## src/rtl/csp_pkg.sv

```systemverilog
package csp_pkg;

  // Per-edge strobes from the slot control to the datapath.
  typedef struct packed {
    logic slotStart;  // dfs seen on this falling edge
    logic ctrlSlot;   // current (or just opened) slot is a control slot
    logic shiftRx;    // shift din into the receive register
    logic wordDone;   // this edge captures the last bit of a word
    logic shiftTx;    // advance the transmit register
    logic txActive;   // a transmit word is still being shifted out
  } csp_strobe_t;

endpackage

```

## src/rtl/csp_ctrl.sv

```systemverilog
module csp_ctrl
  import csp_pkg::*;
#(
  parameter int WORD_W = 16
) (
  input  logic        dclk,
  input  logic        rstN,
  input  logic        dfs,
  input  logic        dataMode,
  output csp_strobe_t stb
);

  localparam int CNT_W = $clog2(WORD_W + 1);
  localparam logic [CNT_W-1:0] LAST_BIT = CNT_W'(WORD_W - 1);
  localparam logic [CNT_W-1:0] FULL_CNT = CNT_W'(WORD_W);

  logic [CNT_W-1:0] rxCnt;
  logic [CNT_W-1:0] txCnt;
  logic             curCtrl;
  logic             expectCtrl;
  logic             midWord;
  logic             slotKind;

  always_comb begin
    midWord  = (rxCnt != '0);
    // a restart keeps the interrupted slot's kind; data mode forces audio
    slotKind = dataMode ? 1'b0 : (midWord ? curCtrl : expectCtrl);

    stb.slotStart = dfs;
    stb.ctrlSlot  = dfs ? slotKind : curCtrl;
    stb.shiftRx   = !dfs && midWord;
    stb.wordDone  = !dfs && (rxCnt == LAST_BIT);
    stb.shiftTx   = !dfs && (txCnt != '0);
    stb.txActive  = (txCnt != '0);
  end

  always_ff @(negedge dclk) begin
    if (!rstN) begin
      rxCnt      <= '0;
      txCnt      <= '0;
      curCtrl    <= 1'b0;
      expectCtrl <= 1'b1;
    end else if (dfs) begin
      rxCnt   <= CNT_W'(1);
      txCnt   <= FULL_CNT;
      curCtrl <= slotKind;
      if (!midWord) begin
        expectCtrl <= dataMode ? 1'b1 : ~expectCtrl;
      end
    end else begin
      if (midWord) begin
        rxCnt <= (rxCnt == LAST_BIT) ? '0 : rxCnt + 1'b1;
      end
      if (txCnt != '0) begin
        txCnt <= txCnt - 1'b1;
      end
    end
  end

endmodule

```

## src/rtl/csp_datapath.sv

```systemverilog
module csp_datapath
  import csp_pkg::*;
#(
  parameter int WORD_W     = 16,
  parameter int REG_W      = 10,
  parameter int ADDR_W     = 4,
  parameter int NUM_REGS   = 7,
  parameter int RO_ADDR    = 5,
  parameter int MODE_ADDR  = 3,
  parameter int MIXED_BIT  = 3,
  parameter int MASTER_BIT = 0
) (
  input  logic                      dclk,
  input  logic                      rstN,
  input  logic                      din,
  input  csp_strobe_t               stb,
  input  logic [REG_W-1:0]          statusIn,
  input  logic [WORD_W-1:0]         adcSample,
  output logic                      dataMode,
  output logic [NUM_REGS*REG_W-1:0] cfgFlat,
  output logic [WORD_W-1:0]         dacWord,
  output logic                      dacStrobe,
  output logic                      dout
);

  localparam int ADDR_LSB = REG_W + 1;
  localparam int RW_BIT   = WORD_W - 1;
  localparam logic [REG_W-1:0] MIXED_MASK  = REG_W'(1) << MIXED_BIT;
  localparam logic [REG_W-1:0] MASTER_MASK = REG_W'(1) << MASTER_BIT;

  logic [WORD_W-2:0] rxShift;
  logic [WORD_W-1:0] fullWord;
  logic [WORD_W-1:0] txShift;
  logic [WORD_W-1:0] statusWord;
  logic              isWrite;
  logic [ADDR_W-1:0] wordAddr;
  logic [REG_W-1:0]  wordData;
  logic              ctrlDone;
  logic              dacDone;
  logic [REG_W-1:0]  modeRst;
  logic              rdPend;
  logic [ADDR_W-1:0] rdAddr;
  logic [REG_W-1:0]  readVal;
  logic [REG_W-1:0]  regView [NUM_REGS];

  // ---------------- receive side ----------------
  always_ff @(negedge dclk) begin
    if (!rstN) begin
      rxShift <= '0;
    end else if (stb.slotStart) begin
      rxShift <= {{(WORD_W-2){1'b0}}, din};
    end else if (stb.shiftRx) begin
      rxShift <= {rxShift[WORD_W-3:0], din};
    end
  end

  always_comb begin
    fullWord = {rxShift, din};
    isWrite  = fullWord[RW_BIT];
    wordAddr = fullWord[ADDR_LSB +: ADDR_W];
    wordData = fullWord[REG_W-1:0];
    ctrlDone = stb.wordDone && stb.ctrlSlot;
    dacDone  = stb.wordDone && !stb.ctrlSlot;
    modeRst  = MIXED_MASK | (din ? '0 : MASTER_MASK);
  end

  // ---------------- register file ----------------
  for (genvar g = 0; g < NUM_REGS; g++) begin : g_reg
    if (g == RO_ADDR) begin : g_ro
      assign regView[g] = statusIn;
    end else begin : g_rw
      logic [REG_W-1:0] q;
      always_ff @(negedge dclk) begin
        if (!rstN) begin
          q <= (g == MODE_ADDR) ? modeRst : '0;
        end else if (ctrlDone && isWrite && (wordAddr == ADDR_W'(g))) begin
          q <= wordData;
        end
      end
      assign regView[g] = q;
    end
    assign cfgFlat[g*REG_W +: REG_W] = regView[g];
  end

  assign dataMode = ~regView[MODE_ADDR][MIXED_BIT];

  // ---------------- delayed read ----------------
  always_ff @(negedge dclk) begin
    if (!rstN) begin
      rdPend <= 1'b0;
      rdAddr <= '0;
    end else if (ctrlDone) begin
      rdPend <= ~isWrite;
      rdAddr <= wordAddr;
    end
  end

  always_comb begin
    readVal = '0;
    for (int g = 0; g < NUM_REGS; g++) begin
      if (rdAddr == ADDR_W'(g)) begin
        readVal = regView[g];
      end
    end
    statusWord = rdPend ? WORD_W'({1'b0, rdAddr, 1'b0, readVal}) : '0;
  end

  // ---------------- audio output ----------------
  always_ff @(negedge dclk) begin
    if (!rstN) begin
      dacWord   <= '0;
      dacStrobe <= 1'b0;
    end else begin
      dacStrobe <= dacDone;
      if (dacDone) begin
        dacWord <= fullWord;
      end
    end
  end

  // ---------------- transmit side ----------------
  always_ff @(negedge dclk) begin
    if (!rstN) begin
      txShift <= '0;
    end else if (stb.slotStart) begin
      txShift <= stb.ctrlSlot ? statusWord : adcSample;
    end else if (stb.shiftTx) begin
      txShift <= {txShift[WORD_W-2:0], 1'b0};
    end
  end

  always_ff @(posedge dclk) begin
    if (!rstN) begin
      dout <= 1'b0;
    end else begin
      dout <= stb.txActive & txShift[WORD_W-1];
    end
  end

endmodule

```

## src/rtl/codec_serial_port.sv

```systemverilog
module codec_serial_port
  import csp_pkg::*;
#(
  parameter int WORD_W     = 16,
  parameter int REG_W      = 10,
  parameter int ADDR_W     = 4,
  parameter int NUM_REGS   = 7,
  parameter int RO_ADDR    = 5,
  parameter int MODE_ADDR  = 3,
  parameter int MIXED_BIT  = 3,
  parameter int MASTER_BIT = 0
) (
  input  logic                      dclk,
  input  logic                      rstN,
  input  logic                      dfs,
  input  logic                      din,
  input  logic [REG_W-1:0]          statusIn,
  input  logic [WORD_W-1:0]         adcSample,
  output logic                      dout,
  output logic [WORD_W-1:0]         dacWord,
  output logic                      dacStrobe,
  output logic [NUM_REGS*REG_W-1:0] cfgFlat
);

  csp_strobe_t stb;
  logic        dataMode;

  csp_ctrl #(.WORD_W(WORD_W)) u_ctrl (
    .dclk    (dclk),
    .rstN    (rstN),
    .dfs     (dfs),
    .dataMode(dataMode),
    .stb     (stb)
  );

  csp_datapath #(
    .WORD_W    (WORD_W),
    .REG_W     (REG_W),
    .ADDR_W    (ADDR_W),
    .NUM_REGS  (NUM_REGS),
    .RO_ADDR   (RO_ADDR),
    .MODE_ADDR (MODE_ADDR),
    .MIXED_BIT (MIXED_BIT),
    .MASTER_BIT(MASTER_BIT)
  ) u_dp (
    .dclk     (dclk),
    .rstN     (rstN),
    .din      (din),
    .stb      (stb),
    .statusIn (statusIn),
    .adcSample(adcSample),
    .dataMode (dataMode),
    .cfgFlat  (cfgFlat),
    .dacWord  (dacWord),
    .dacStrobe(dacStrobe),
    .dout     (dout)
  );

endmodule

```

## config.mk

```make
export PLATFORM = sky130hd
export DESIGN_NAME = codec_serial_port
export DESIGN_NICKNAME = d
export VERILOG_FILES = /design/src/rtl/csp_pkg.sv /design/src/rtl/csp_ctrl.sv /design/src/rtl/csp_datapath.sv /design/src/rtl/codec_serial_port.sv
export SDC_FILE = /design/constraint.sdc
export NUM_CORES = 1
export LEC_CHECK = 0
export BUFFER_PORTS_ARGS = -buffer_cell sky130_fd_sc_hd__buf_2
export CELL_PAD_IN_SITES_DETAIL_PLACEMENT = 1
export CELL_PAD_IN_SITES_GLOBAL_PLACEMENT = 2
export CORE_MARGIN = 4
export CORE_UTILIZATION = 33
export DETAILED_ROUTE_END_ITERATION = 7
export PLACE_DENSITY_LB_ADDON = 0.25
export SLEW_MARGIN = 25
export SYNTH_ARGS = -nofsm -noshare
export SYNTH_HDL_FRONTEND = slang
export SYNTH_HIERARCHICAL = 1
export SYNTH_SLANG_ARGS = --single-unit
```

## constraint.sdc

```tcl
create_clock -name dclk -period 3.25 [get_ports dclk]
set_input_delay 0.65 -clock dclk [delete_from_list [all_inputs] [get_ports dclk]]
set_output_delay 0.65 -clock dclk [all_outputs]
set_load 0.02 [all_outputs]
```

# ---- Word-level counts from Yosys, hierarchy flattened
# Cells that the tools add are included.
dict set report word_totals {
  reg_bits 126
  output_inout_bits 88
  wordCells 90
}
dict set report op_classes {
  n_addsub 2
  n_eq_ne 13
  mux 25
  bitwise 5
  reduce_logical 24
}
# operator n
set op_table {}
lappend op_table {{two-way mux 10 bit} 9}
lappend op_table {{two-way mux 16 bit} 3}
lappend op_table {{equality test 4 x 3 -> 1 bit (second input constant)} 5}
lappend op_table {{equality test 4 x 2 -> 1 bit (second input constant)} 4}
lappend op_table {{two-way mux 15 bit} 1}
lappend op_table {{two-way mux 5 bit} 3}
lappend op_table {{logical AND 1 bit} 12}
lappend op_table {{nonzero test 5 bit} 2}
lappend op_table {{two-way mux 1 bit} 9}
lappend op_table {{equality test 4 x 1 -> 1 bit (second input constant)} 2}
lappend op_table {{logical NOT 4 bit} 2}
lappend op_table {{nonzero test 2 bit} 4}
lappend op_table {{adder 5 x 1 -> 5 bit (second input constant)} 1}
lappend op_table {{equality test 5 x 4 -> 1 bit (second input constant)} 1}
lappend op_table {{subtractor 5 x 1 -> 5 bit (second input constant)} 1}
lappend op_table {{NOT 1 bit} 4}
lappend op_table {{logical NOT 1 bit} 2}
lappend op_table {{inequality test 2 x 1 -> 1 bit (second input constant)} 1}
lappend op_table {{AND reduction 2 bit} 1}
lappend op_table {{OR reduction 2 bit} 1}
lappend op_table {{bitwise AND 1 bit} 1}

# ---- Logic depth before layout (Yosys ltp)
dict set report depth {
  word_depth 11
  ltp_mapped 11
  mapped_depth_nobuf 9
}

# ---- By module
# The synthesis kept the hierarchy.
# module n_inst cells_each area_per_inst_um2 seq_area_each_um2
set by_module_without_submodules {}
lappend by_module_without_submodules {csp_datapath 1 582 5321.4 2372.3}
lappend by_module_without_submodules {csp_ctrl 1 66 611.8 240.2}

==> metrics <==
outcome finished, violations left; violated checks setup timing; footprint of the multi-input gates between 3000 and 4000 um2; CP cell instances buf_6, nand4b_1, nand3_1, buf_6, buf_6, nand4b_1, buf_4, nor2_4, nand2_1, a21boi_1; Pwr per Cell Area 523 nW/um2; Post-Syn Nets just under 700; antenna viol nets, final 0; Final Worst Setup Slack -0.171 ns; Ant. Diodes 0; CP delay by family, top simple AND/OR/NAND/NOR gates; clk_lat worst skew ~0.46 ns; Post-Syn Instances about 650; Setup crit end kind flop; Max VDD drop roughly 0.36 mV; remaining global-route overflow 0; vias in the first global route 6,584; crit-path most repeated cell buf_6; DRC Markers 0; top cells by area, synth dfxtp_1 39%, mux2i_1 12%, nand2_1 5.3%, a21boi_0 4.9%, edfxtp_1 4.6%; max incr delay on CP approximately 0.24 ns; Synth area leader dfxtp_1; average cell area after synthesis just over 9 um2; unrepaired setup endpoints after global routing yes; clk slew on worst S/H paths around 0.040 ns; min-delay worst type flop to flop; CP arrival 2.16 ns; sequential-to-total area share from yosys stat between 40 and 50%; CTS tree done; wire per inst roughly 19 um; first-pass GRT wire length about 34,000 um; dpl cells approximately 960; H-tree depth 4; Worst EP required just under 2 ns; vias per cell approximately 5.2; initial antenna violation count 0; router iterations before antenna repair 5; nets approximately 930; Routed WL between 20,000 and 25,000 um; DIE AREA slightly above 20,000 um2; CTS max path bufs 2; CTS sink cnt 126; Layout Area Growth over Synthesis 49.4%; post-detail-place hpwl roughly 14,000 um; DR vias 5,895; CTS Hold Bufs 0; initial cell density of the core about 34%; final setup skew ~0.037 ns; worst hold slack about 0.45 ns; Final Setup Violations 76; Core Util, Final 50.7%; Overall Global Routing Usage 21.2%; PortBufs between 100 and 150; CTS buffer count 17; largest net degree at the start of global routing 47; Final Hold Viols 0; final RePlAce weighted congestion roughly 0.77; Slew @ Worst Pin just under 0.8 ns; I/O pin count around 120; Synth warnings 6; post-synth cell types 48; Die Wd roughly 140 um; Rows 48; CP max-delay cell buf_4; commonest non-fill, non-tap cell in the layout inv_1; Async S/R FF share, synth 0%; most frequent cells in the layout 135 x inv_1, 79 x nand2_1, 70 x mux2i_1, 64 x dfxtp_1, 63 x buf_4; Leak between 4 and 5 nW; root cell of the clock tree clkbuf_16; FF+latch count, synth 126; critical path type primary input to flop; Post-synth EDFFs 9; Post-synth top flop dfxtp_1; Die Y 142 um; Crit Path Max Fanout 5; fill count 2,041; Rel. slew slack around 48%; Seq. cell area 2730 um2; area of the mapped netlist about 5900 um2; core area 17,500 um2; Layout Cells excl Fill approximately 1,100; share of cells above drive strength 1 roughly a third; Iter 0 DRT Violations between 300 and 400; max-slew violations 0; post-synth top area share between 30% and 40%; startpoint types primary input; Bufs and invs on worst path 4; Max-Cap Viols 0
-- through the flow --
step	area (um2)	power [W]	setup TNS (ns)	setup slack [ns]
final	8860	0.00463	-5.37	-0.171
after global routing	8860	0.00498	-9.25	-0.257
after CTS	8410	0.00469	-2.26	-0.0939
after detailed placement	6890	0.00224	-55.74	-0.617
after global placement	6890	0.00223	-50.34	-0.558
after floorplan	6120	0.00215	-32.80	-0.482
-- logic make-up (layout without fill, tap and decap cells) --
family / Yosys count / after routing / synth area share (%)
DFF: 126 / 126 / 44.0
buffers and inverters: 80 / 343 / 6.16
xor gates and xnor gates: 5 / 5 / 0.738
adders and majority gates: 3 / 3 / 0.633
muxes: 74 / 74 / 12.5
AOI/OAI and AO/OA: 138 / 138 / 16.8
and+or+nand+nor: 222 / 225 / 19.1
-- final cells by class --
type,count,share of cell area (%)
multi-input combinational,445,36.1
sequential,126,30.8
timing repair buffer,176,17.6
clock inverter,140,7.13
clock buffer,17,4.80
tap,225,3.18
inverter,10,0.424
-- cell usage after synthesis, types with 3 or more instances --
cell	count
a21boi_0	39
a21boi_1	4
a21oi_1	8
a22oi_1	9
a32o_1	9
and2_1	10
and3_1	4
buf_1	3
buf_2	7
buf_4	13
clkbuf_1	44
dfxtp_1	117
edfxtp_1	9
ha_1	3
inv_1	12
mux2_2	3
mux2i_1	71
nand2_1	84
nand2b_1	10
nand3_1	24
nand3b_1	3
nand4b_1	3
nor2_1	29
nor2b_1	39
nor3b_1	3
o211a_1	4
o21ai_0	35
o221ai_1	18
xnor2_1	5
-- power by group --
part	internal, W	switching (W)	total, W
logic	0.000224	0.000204	0.000428
registers	0.00159	0.0000294	0.00162
clock network	0.00135	0.00123	0.00258
total	0.00317	0.00146	0.00463
-- routing by layer --
metal  GRT usage, %  vias up  routed length (um)
li1               -     2779                   -
met1           25.5     2906                9440
met2           33.6      184               10800
met3           8.70       26                1310
met4           9.09        0                 287
met5              0        -                   0
-- tightest hold or removal path: stages (launching register included) --
cell and delay (ns):
dfxtp_1 0.29, nand2_1 0.05, a21boi_1 0.05
-- registers in the layout (all words and copies together) (netlist names) --
name / cells
u_dp/txShift: 16
u_dp/dacStrobe: 1
u_ctrl/expectCtrl: 1
u_dp/rxShift: 15
u_dp/g.g_rw.q: 60
u_dp/dacWord: 16
u_dp/rdPend: 1
u_dp/rdAddr: 4
u_ctrl/curCtrl: 1
u_ctrl/rxCnt: 5
u_ctrl/txCnt: 5
u_dp/dout: 1
-- path summary, 6_finish.rpt --
| check | startpoint | end | slack [ns] | cells past startpoint |
|---|---|---|---|---|
| setup / recovery | dfs | u_dp/g_reg[6].g_rw.q[4] | -0.17 | 10 |
| hold / removal | u_dp/dacWord[9] | u_dp/dacWord[9] | 0.45 | 2 |
| hold reg to reg | u_dp/dacWord[9] | u_dp/dacWord[9] | 0.45 | 2 |
| setup reg to reg | u_ctrl/txCnt[0] | u_dp/dout | 0.16 | 4 |
-- timing repair --
item                       CTS  global route
gates cloned                 5             3
setup endpoints to repair  131           154
setup buffers               11             6
pin swaps                    4            13
gates resized for setup    149           139
No activity file was read; power rests on OpenSTA's default activity.
